--- src/rtl/ovh_fetch_pkg.sv ---
package ovh_fetch_pkg;
  localparam int ADDR_W = 10;
  localparam int DATA_W = 8;
  localparam int ROW_LSB = 6;
  localparam int COL_LSB = 2;
  localparam int FLD_W = 4;
  localparam int IL_W = 2;
  localparam int N_ROW = 9;
  localparam int N_COL = 9;
  localparam int N_IL = 4;
  localparam int N_POS = N_ROW * N_COL * N_IL;
  localparam int CNT_W = $clog2(ADDR_W);

  typedef enum logic [1:0] {ST_IDLE, ST_ADDR, ST_GAP, ST_DATA} seq_st_e;

  function automatic logic fld_ok(logic [ADDR_W-1:0] a);
    return (int'(a[ROW_LSB +: FLD_W]) < N_ROW) && (int'(a[COL_LSB +: FLD_W]) < N_COL);
  endfunction

  function automatic logic req_ok(logic [ADDR_W-1:0] a, logic stm4);
    return fld_ok(a) && !(stm4 && (a[IL_W-1:0] != '0));
  endfunction
endpackage

--- src/rtl/ovh_src_table.sv ---
module ovh_src_table
  import ovh_fetch_pkg::*;
(
  input  logic              clk_i,
  input  logic              rst_ni,
  input  logic              we_i,
  input  logic [ADDR_W-1:0] waddr_i,
  input  logic              wsel_i,
  input  logic [ADDR_W-1:0] raddr_i,
  output logic              rsel_o
);
  localparam int IDX_W = $clog2(N_POS);

  logic [N_POS-1:0] sel_q;
  logic [IDX_W-1:0] widx, ridx;

  function automatic logic [IDX_W-1:0] pos_idx(logic [ADDR_W-1:0] a);
    int v;
    v = int'(a[ROW_LSB +: FLD_W]) * N_COL * N_IL
      + int'(a[COL_LSB +: FLD_W]) * N_IL
      + int'(a[IL_W-1:0]);
    return IDX_W'(v);
  endfunction

  assign widx = pos_idx(waddr_i);
  assign ridx = pos_idx(raddr_i);

  always_ff @(posedge clk_i or negedge rst_ni) begin
    if (!rst_ni) sel_q <= '0;
    else if (we_i && fld_ok(waddr_i)) sel_q[widx] <= wsel_i;
  end

  assign rsel_o = fld_ok(raddr_i) ? sel_q[ridx] : 1'b0;
endmodule

--- src/rtl/ovh_req_seq.sv ---
module ovh_req_seq
  import ovh_fetch_pkg::*;
(
  input  logic              clk_i,
  input  logic              rst_ni,
  input  logic              start_i,
  input  logic [ADDR_W-1:0] addr_i,
  output logic              busy_o,
  output logic              ale_o,
  output logic              asd_o,
  output logic              dle_o,
  input  logic              dsd_i,
  output logic              done_o,
  output logic [DATA_W-1:0] data_o,
  output logic [ADDR_W-1:0] done_addr_o
);
  seq_st_e           st_q;
  logic [CNT_W-1:0]  cnt_q;
  logic [ADDR_W-1:0] ash_q, addr_q;
  logic [DATA_W-1:0] dsh_q;

  always_ff @(posedge clk_i or negedge rst_ni) begin
    if (!rst_ni) begin
      st_q   <= ST_IDLE;
      cnt_q  <= '0;
      ash_q  <= '0;
      addr_q <= '0;
      dsh_q  <= '0;
    end else begin
      unique case (st_q)
        ST_IDLE: if (start_i) begin
          st_q   <= ST_ADDR;
          ash_q  <= addr_i;
          addr_q <= addr_i;
          cnt_q  <= '0;
        end
        ST_ADDR: begin
          ash_q <= ash_q << 1;
          if (cnt_q == CNT_W'(ADDR_W - 1)) begin
            st_q  <= ST_GAP;
            cnt_q <= '0;
          end else cnt_q <= cnt_q + 1'b1;
        end
        ST_GAP: st_q <= ST_DATA;
        ST_DATA: begin
          dsh_q <= {dsh_q[DATA_W-2:0], dsd_i};
          if (cnt_q == CNT_W'(DATA_W - 1)) st_q <= ST_IDLE;
          else cnt_q <= cnt_q + 1'b1;
        end
        default: st_q <= ST_IDLE;
      endcase
    end
  end

  assign busy_o      = (st_q != ST_IDLE);
  assign ale_o       = (st_q == ST_ADDR);
  assign asd_o       = ale_o & ash_q[ADDR_W-1];
  assign dle_o       = (st_q == ST_DATA);
  assign done_o      = dle_o && (cnt_q == CNT_W'(DATA_W - 1));
  assign data_o      = {dsh_q[DATA_W-2:0], dsd_i};
  assign done_addr_o = addr_q;

  p_ale_run_r1: assert property (@(posedge clk_i) disable iff (!rst_ni)
    $rose(ale_o) |-> ##9 ale_o);
  p_ale_end_r1: assert property (@(posedge clk_i) disable iff (!rst_ni)
    $rose(ale_o) |-> ##10 !ale_o);
  p_gap_one_r2: assert property (@(posedge clk_i) disable iff (!rst_ni)
    $fell(ale_o) |-> (!dle_o ##1 dle_o));
  p_le_excl_r2: assert property (@(posedge clk_i) disable iff (!rst_ni)
    !(ale_o && dle_o));
  p_dle_run_r3: assert property (@(posedge clk_i) disable iff (!rst_ni)
    $rose(dle_o) |-> ##7 dle_o);
  p_dle_end_r3: assert property (@(posedge clk_i) disable iff (!rst_ni)
    $rose(dle_o) |-> ##8 !dle_o);
endmodule

--- src/rtl/ovh_par_mask.sv ---
module ovh_par_mask
  import ovh_fetch_pkg::*;
(
  input  logic              clk_i,
  input  logic              rst_ni,
  input  logic              arm_i,
  input  logic              par_i,
  input  logic [DATA_W-1:0] calc_i,
  input  logic              done_i,
  input  logic [DATA_W-1:0] raw_i,
  input  logic [ADDR_W-1:0] addr_i,
  output logic              vld_o,
  output logic [DATA_W-1:0] byte_o,
  output logic [ADDR_W-1:0] addr_o
);
  logic [DATA_W-1:0] mask_q;

  always_ff @(posedge clk_i or negedge rst_ni) begin
    if (!rst_ni) begin
      mask_q <= '0;
      vld_o  <= 1'b0;
      byte_o <= '0;
      addr_o <= '0;
    end else begin
      if (arm_i) mask_q <= par_i ? calc_i : '0;
      vld_o <= done_i;
      if (done_i) begin
        byte_o <= raw_i ^ mask_q;
        addr_o <= addr_i;
      end
    end
  end

  p_vld_pulse_r4: assert property (@(posedge clk_i) disable iff (!rst_ni)
    vld_o |=> !vld_o);
endmodule

--- src/rtl/ovh_byte_fetch.sv ---
module ovh_byte_fetch
  import ovh_fetch_pkg::*;
(
  input  logic              clk_i,
  input  logic              rst_ni,
  input  logic              stm4_mode_i,
  input  logic              cfg_we_i,
  input  logic [ADDR_W-1:0] cfg_addr_i,
  input  logic              cfg_sel_i,
  input  logic              req_i,
  input  logic [ADDR_W-1:0] req_addr_i,
  input  logic              is_par_i,
  input  logic [DATA_W-1:0] calc_par_i,
  output logic              busy_o,
  output logic              port_clk_o,
  output logic              ale_o,
  output logic              addr_sd_o,
  output logic              dle_o,
  input  logic              data_sd_i,
  output logic              vld_o,
  output logic [DATA_W-1:0] byte_o,
  output logic [ADDR_W-1:0] byte_addr_o
);
  logic              pos_sel, start, done;
  logic [DATA_W-1:0] raw;
  logic [ADDR_W-1:0] done_addr;

  assign port_clk_o = clk_i;

  ovh_src_table i_table (
    .clk_i   (clk_i),
    .rst_ni  (rst_ni),
    .we_i    (cfg_we_i),
    .waddr_i (cfg_addr_i),
    .wsel_i  (cfg_sel_i),
    .raddr_i (req_addr_i),
    .rsel_o  (pos_sel)
  );

  assign start = req_i && !busy_o && pos_sel && req_ok(req_addr_i, stm4_mode_i);

  ovh_req_seq i_seq (
    .clk_i       (clk_i),
    .rst_ni      (rst_ni),
    .start_i     (start),
    .addr_i      (req_addr_i),
    .busy_o      (busy_o),
    .ale_o       (ale_o),
    .asd_o       (addr_sd_o),
    .dle_o       (dle_o),
    .dsd_i       (data_sd_i),
    .done_o      (done),
    .data_o      (raw),
    .done_addr_o (done_addr)
  );

  ovh_par_mask i_mask (
    .clk_i  (clk_i),
    .rst_ni (rst_ni),
    .arm_i  (start),
    .par_i  (is_par_i),
    .calc_i (calc_par_i),
    .done_i (done),
    .raw_i  (raw),
    .addr_i (done_addr),
    .vld_o  (vld_o),
    .byte_o (byte_o),
    .addr_o (byte_addr_o)
  );

  p_idle_quiet_r10: assert property (@(posedge clk_i) disable iff (!rst_ni)
    !busy_o |-> (!ale_o && !dle_o && !addr_sd_o));
  p_bad_pos_r7: assert property (@(posedge clk_i) disable iff (!rst_ni)
    (req_i && !busy_o && !fld_ok(req_addr_i)) |=> !busy_o);
  p_stm4_il_r8: assert property (@(posedge clk_i) disable iff (!rst_ni)
    (req_i && !busy_o && stm4_mode_i && (req_addr_i[IL_W-1:0] != '0)) |=> !busy_o);
  p_vld_after_data_r4: assert property (@(posedge clk_i) disable iff (!rst_ni)
    vld_o |-> $past(dle_o));
endmodule

--- config.mk ---
export PLATFORM = sky130hd
export DESIGN_NAME = ovh_byte_fetch
export DESIGN_NICKNAME = d
export VERILOG_FILES = /design/src/rtl/ovh_fetch_pkg.sv /design/src/rtl/ovh_src_table.sv /design/src/rtl/ovh_req_seq.sv /design/src/rtl/ovh_par_mask.sv /design/src/rtl/ovh_byte_fetch.sv
export SDC_FILE = /design/constraint.sdc
export NUM_CORES = 1
export LEC_CHECK = 0
export BUFFER_PORTS_ARGS = -buffer_cell sky130_fd_sc_hd__buf_2
export CAP_MARGIN = 15
export CORE_MARGIN = 2
export CORE_UTILIZATION = 40
export CTS_BUF_LIST = sky130_fd_sc_hd__clkbuf_8
export CTS_CLUSTER_SIZE = 10
export DETAILED_ROUTE_END_ITERATION = 7
export PLACE_DENSITY = 0.61
export SLEW_MARGIN = 15
export SYNTH_ARGS = -nofsm -noshare
export SYNTH_HDL_FRONTEND = slang
export SYNTH_SLANG_ARGS = --single-unit
export TNS_END_PERCENT = 10
--- constraint.sdc ---
create_clock -name clk_i -period 3.89 [get_ports clk_i]
set_clock_uncertainty 0.1 [all_clocks]
set_input_delay 0.5835 -clock clk_i [delete_from_list [all_inputs] [get_ports clk_i]]
set_output_delay 0.5835 -clock clk_i [all_outputs]
set_load 0.1 [all_outputs]
==> results.md, run 1 <==
* Status: finished clean
* Total Routed Length at 53,100 um
* Clk_lat worst skew at 0.77 ns
* Fmax at 266 MHz
* Rows at slightly above 80
* CP delay by family, top: buffers and inverters
* Top_reg_cell synth: dfrtp_1
* Most frequent cells in the layout: dfrtp_1 (384), mux2_2 (340), nand2_1 (316)
* Die W at 227 um
* Grt met1 use at 27.4%
* Synth warn at 0
* Area growth syn-to-layout at 16.2%
* Post-CTS Setup Repair Bufs at 0
* Post-DP Area at 21,700 um2
* Die height at 227 um
* Worst-path maximum fanout at 7
* Grt ovf at 0
* Worst path cell trace: dlygate4sd3_1 -> buf_2 -> inv_1 -> fa_2 -> xor2_2 -> buf_4 -> mux2i_1 -> o22ai_1 -> nor4_1 -> or4_1 -> o21a_4 -> a31oi_1 -> mux2_2
* Crit share post-route at 96.5%
* Effective utilization at floorplan at between 40% and 50%
* Wire length per cell at about 20 um
* Setup slack, reg-to-reg at 0.65 ns
* Commonest non-fill, non-tap cell in the layout: dfrtp_1
* Core area at 49,100 um2
* IO Pins at 60
* Worst setup SP type: input pin
* Req. time, crit path at 4.43 ns
* Post-Syn Area at 20,000 um2
* Endpoints failing hold at 0
* Die area at 51,700 um2
* Total GRT Usage at 21.3%
* Hpwl dp at roughly 36,000 um
* Slew of the pin with the lowest slew margin at between 0.8 and 0.9 ns
* Mapped Nets at ~1,800
* Met3 Usage GRT at 5.24%
* Initial antenna violation count at 0
* CP peak stage delay at 0.62 ns
* Most Used Layer, Global Route: met2
* Met2 GRT Util at 34.6%
* CTS tree: built
* Kind of critical path: input pin to flop
* Sequential share of the synthesized area at 48.1%
* Final ANT Viol Nets at 0
* GPL Wtd Cong at 0.896
* Syn Inst Count at around 1,700
* Worst Hold Class: input pin to flop
* Vias at 14,000
* Initial DRC Count at 1,026
* Vias per cell at 5.40
* VDD IR max at 0.197 mV
* Post-synth EDFFs at 0
* Slowest-stage cell, CP: or4_1
* Final Instance Area at 23,200 um2
* RSZ-0062 raised after global routing: false
* Slew margin rel. at 46.3%
* DP Cell Count at 2,454
* Asr flop ratio synth at 100%
* Finished Layout Cells at approximately 2,600
* Pleak at 0.0108 uW
* Max Slew Vio Count at 0
* Pin count of the biggest net entering global routing at 113
* # setup viols final at 0
* Seq cells post-synth at 384
* Maxcap violations at 0
* CP Capture Type: flop
* Min Tclk post-route at roughly 3.8 ns
* First-pass GRT wire length at 83,400 um
* Worst Path Buf+Inv at 4
* Fraction of layout instances using a drive strength above 1 at a little under two fifths
* Critical path arrival at between 4 and 5 ns
* Worst-path clk slew at 0.05 ns
* Nets at 1,939
* Netlist cell types at just under 70
* Drt drc at 0
* Post-Syn Area per Cell at 11.6 um2
* # port buffers at 59
* Drt pass-1 iters at 5
* Vias in the first global route at 14,400
* Cell Pwr Density at between 400 and 500 nW/um2
final timing paths:
check | depth (start not counted) | start | to
max in group asynchronous | 3 | rst_ni | i_table.sel_q[182]$_DFFE_PN0P_
hold / removal | 3 | is_par_i | i_mask.mask_q[5]$_DFFE_PN0P_
hold reg to reg | 2 | i_mask.addr_o[9]$_DFFE_PN0P_ | i_mask.addr_o[9]$_DFFE_PN0P_
setup reg to reg | 11 | i_table.sel_q[235]$_DFFE_PN0P_ | i_seq.ash_q[6]$_DFFE_PN0P_
min in group asynchronous | 2 | rst_ni | i_mask.byte_o[7]$_DFFE_PN0P_
setup / recovery | 13 | req_addr_i[3] | i_seq.st_q[1]$_DFFE_PN0P_
where the power goes:
group	switching (uW)	total (uW)	internal, uW
Combinational	1160	1890	721
Sequential	182	4440	4250
Clock	1820	3830	2020
repair_timing:
item	4_1_cts	5_1_grt
hold endpoints to repair	97	0
resized for setup	0	0
hold buffers	16	0
synthesized netlist by cell type, drive strengths merged (6+ instances only):
cell	n	area (um2)
a211oi	6	57.6
a21oi	12	60.1
a22o	6	52.6
a22oi	19	143
buf	46	297
clkbuf	77	290
dfrtp	384	9610
ha	21	263
inv	17	63.8
mux2	342	3850
mux2i	19	190
mux4	79	1790
nand2	316	1190
nand2b	6	37.5
nand3	30	150
nor2	167	634
nor2b	11	68.8
nor3	32	165
nor4	7	43.8
o21ai	31	166
or3	12	75.1
xnor2	15	131
xor2	6	52.6
registers in the layout, indices dropped and copies added, names as in the netlist:
register / cells
i_mask.addr_o: 10
i_mask.byte_o: 8
i_mask.mask_q: 8
i_mask.vld_o: 1
i_seq.ash_q: 10
i_seq.cnt_q: 4
i_seq.done_addr_o: 10
i_seq.dsh_q: 7
i_seq.st_q: 2
i_table.sel_q: 324
tightest hold or removal path, stage by stage:
cell and delay, ns:
buf_2 0.14, nand2_1 0.09, o21ai_0 0.08
stage by stage:
stage | utilization (%) | setup TNS (ns) | power, uW | setup slack (ns) | hold WS (ns)
after floorplan | - | 0 | 5830 | 0.0579 | 0.188
after global placement | 44.2 | -4.63 | 6410 | -0.220 | 0.349
after detailed placement | 44.2 | -4.60 | 6460 | -0.187 | 0.358
after CTS | 47.3 | 0 | 10300 | 0.181 | 0.00845
after global routing | 47.3 | 0 | 10700 | 0.0202 | 0.0585
final | 47.3 | 0 | 10200 | 0.135 | 0.0735
final cells by class:
class,instances,area [um2]
fillers,4471,25900
multi-input cells,1201,9740
flip-flops and latches,384,9610
repair buffers,203,1590
clock buffers,84,1150
well taps,664,831
clock inverters,35,205
inverters,17,63.8
diodes,2,5.00
logic make-up after synthesis:
family | count (synthesis) | share of synthesized area [%]
compound gates | 118 | 4.39
fa+ha+maj | 23 | 1.52
buf+inv | 140 | 3.26
flops | 384 | 48.1
simple gates | 599 | 12.5
xor+xnor | 21 | 0.922
mux | 440 | 29.2
per-layer routing:
layer	part of all wire, %	vias to the layer above
li1	-	6390
met1	43	7171
met2	48	338
met3	6.2	92
met4	3.0	0
met5	0	-
Power figures use the tool's default switching activity.
==> inputs of run 2 (changes only) <==
--- a/config.mk
+++ b/config.mk
@@ -12,6 +12,7 @@
 export CTS_BUF_LIST = sky130_fd_sc_hd__clkbuf_8
 export CTS_CLUSTER_SIZE = 10
 export DETAILED_ROUTE_END_ITERATION = 7
+export GPL_TIMING_DRIVEN = 0
 export PLACE_DENSITY = 0.61
 export SLEW_MARGIN = 15
 export SYNTH_ARGS = -nofsm -noshare
==> results.md, run 2 (synthesis gave the netlist of run 1 again) <==
* Status: finished clean
* Clk pwr share at 38.6%
* Total Routed Length at 58,000 um
* # setup viols final at 0
* Worst Hold Class: input pin to flop
* Finished Layout Cells at 2,575
* CTS tree: built
* Critical path arrival at between 4 and 5 ns
* Vias at 14,500
* IO Pins at 60
* Cell Pwr Density at 451 nW/um2
* Initial DRC Count at 1,241
* Max Slew Vio Count at 0
* Worst hold margin at about 0.032 ns
* Drt drc at 0
* GPL Wtd Cong at 0.880
* VDD IR max at 0.186 mV
* Vias in the first global route at between 10,000 and 15,000
* Clk_lat worst skew at 0.75 ns
* DP Cell Count at ~2,400
* Worst setup margin at 0.0510 ns
* Slew margin rel. at between 20% and 30%
* Internal Power at 7070 uW
* Vias per cell at 5.63
* Flip-flop count of the largest register after layout at 324
* Min Tclk post-route at 3.84 ns
* Final ANT Viol Nets at 0
* Hpwl dp at 38,700 um
* Initial antenna violation count at 0
* Kind of critical path: input pin to flop
* Switch Pwr at 3160 uW
* Most frequent cells in the layout: dfrtp_1 (384), mux2_2 (340), nand2_1 (316)
* Comb pwr share at 18.1%
* Crit share post-route at 98.7%
* Req. time, crit path at roughly 4.4 ns
* Setup TNS Final at 0 ns
* RSZ-0062 raised after global routing: false
* Sequential share of power at 43.3%
* Worst-path clk slew at 0.06 ns
* Pleak at 0.0104 uW
* Sw Ratio at a little under a third
* Slew of the pin with the lowest slew margin at about 1.1 ns
* Area growth syn-to-layout at 13.7%
* Endpoints failing hold at 0
* # port buffers at 55
* Rows at 81
* Worst slack at placement at -1.22 ns
* Die area at 51,700 um2
* Total GRT Usage at 23.0%
* Die height at roughly 230 um
* Maxcap violations at 0
* Most flop-heavy register: i_table.sel_q
* Pin count of the biggest net entering global routing at between 100 and 150
* Drt pass-1 iters at 6
* # fillers at roughly 4,500
* First-pass GRT wire length at 88,200 um
* Wire length per cell at between 20 and 25 um
* Fraction of layout instances using a drive strength above 1 at 32.8%
* Worst-path maximum fanout at 10
* Total power at approximately 10,000 uW
* Worst setup SP type: input pin
* Commonest non-fill, non-tap cell in the layout: dfrtp_1
* Grt ovf at 0
* Die W at 227 um
* CP Capture Type: flop
* Fmax at 260 MHz
* Core area at 49,100 um2
* Nets at just under 2,000
* Effective utilization at floorplan at 40.7%
run 2: changes by cell type in the layout (fill, tap and decap cells not counted), moves of 6 or more:
cell           previous run  this run
buf_1                     0        13
clkbuf_1                  0        73
clkbuf_8                 83        89
buf_2                    55        72
buf_4                   119        11
dlygate4sd3_1            16         7
buf_12                   12         1
run 2: path summary, 6_finish.rpt:
path                       slack (ns)                        startpoint  depth (start not counted)                            end
setup / recovery                 0.05                     req_addr_i[6]                         15     i_seq.ash_q[3]$_DFFE_PN0P_
setup reg to reg                 0.44         i_seq.st_q[0]$_DFFE_PN0P_                         10     i_seq.ash_q[3]$_DFFE_PN0P_
max in group asynchronous        1.89                            rst_ni                          4  i_table.sel_q[70]$_DFFE_PN0P_
hold reg to reg                  0.36  i_seq.done_addr_o[2]$_DFFE_PN0P_                          2   i_mask.addr_o[2]$_DFFE_PN0P_
min in group asynchronous        0.34                            rst_ni                          2   i_mask.byte_o[2]$_DFFE_PN0P_
hold / removal                   0.03                     calc_par_i[4]                          3   i_mask.mask_q[4]$_DFFE_PN0P_
run 2: repair_timing:
item	in CTS	in global routing
resized for setup	8	8
endpoints found under the hold margin	88	0
setup endpoints to repair	34	22
hold buffers	7	0
pin swaps	0	1
gates cloned	0	0
buffers inserted	0	2
run 2: power by group through the flow:
| stage | clock network, uW | registers [uW] | logic (uW) |
|---|---|---|---|
| final | 3950 | 4420 | 1850 |
| after global routing | 4220 | 4450 | 2000 |
| after CTS | 4030 | 4420 | 1830 |
| after detailed placement | 104 | 4490 | 1810 |
| after global placement | 104 | 4480 | 1770 |
| after floorplan | 97.0 | 4520 | 1210 |
run 2: final cells by class:
| type | instances | area, um2 | area share, % |
|---|---|---|---|
| Multi-Input combinational cell | 1201 | 9740 | 42.9 |
| Sequential cell | 384 | 9610 | 42.4 |
| Clock buffer | 90 | 1230 | 5.42 |
| Tap cell | 664 | 831 | 3.66 |
| Buffer | 123 | 596 | 2.63 |
| Timing Repair Buffer | 66 | 448 | 1.97 |
| Clock inverter | 28 | 164 | 0.722 |
| Inverter | 17 | 63.8 | 0.281 |
| Antenna cell | 2 | 5.00 | 0.0221 |
run 2: through the flow:
stage	util, %	instance area [um2]
floorplan	-	20000
global placement	42.9	21100
detailed placement	43.1	21200
CTS	46.1	22600
global route	46.2	22700
finish	46.3	22700
run 2: critical path, cell delays in order:
cell and delay, ns:
buf_2 0.17, ha_1 0.22, inv_1 0.07, fa_1 0.44, buf_2 0.19, clkbuf_4 0.24, nor2_2 0.44, a22oi_1 0.14
nand2_1 0.18, nor4_1 0.07, or4_1 0.64, o21ai_4 0.34, buf_6 0.20, nor3_1 0.06, or3_1 0.37
run 2: layer usage:
metal / global-route usage, % / wire (um)
met3: 4.66 / 4080
met1: 30.5 / 24600
met5: 0 / 0
met4: 11.4 / 2360
met2: 36.2 / 26900
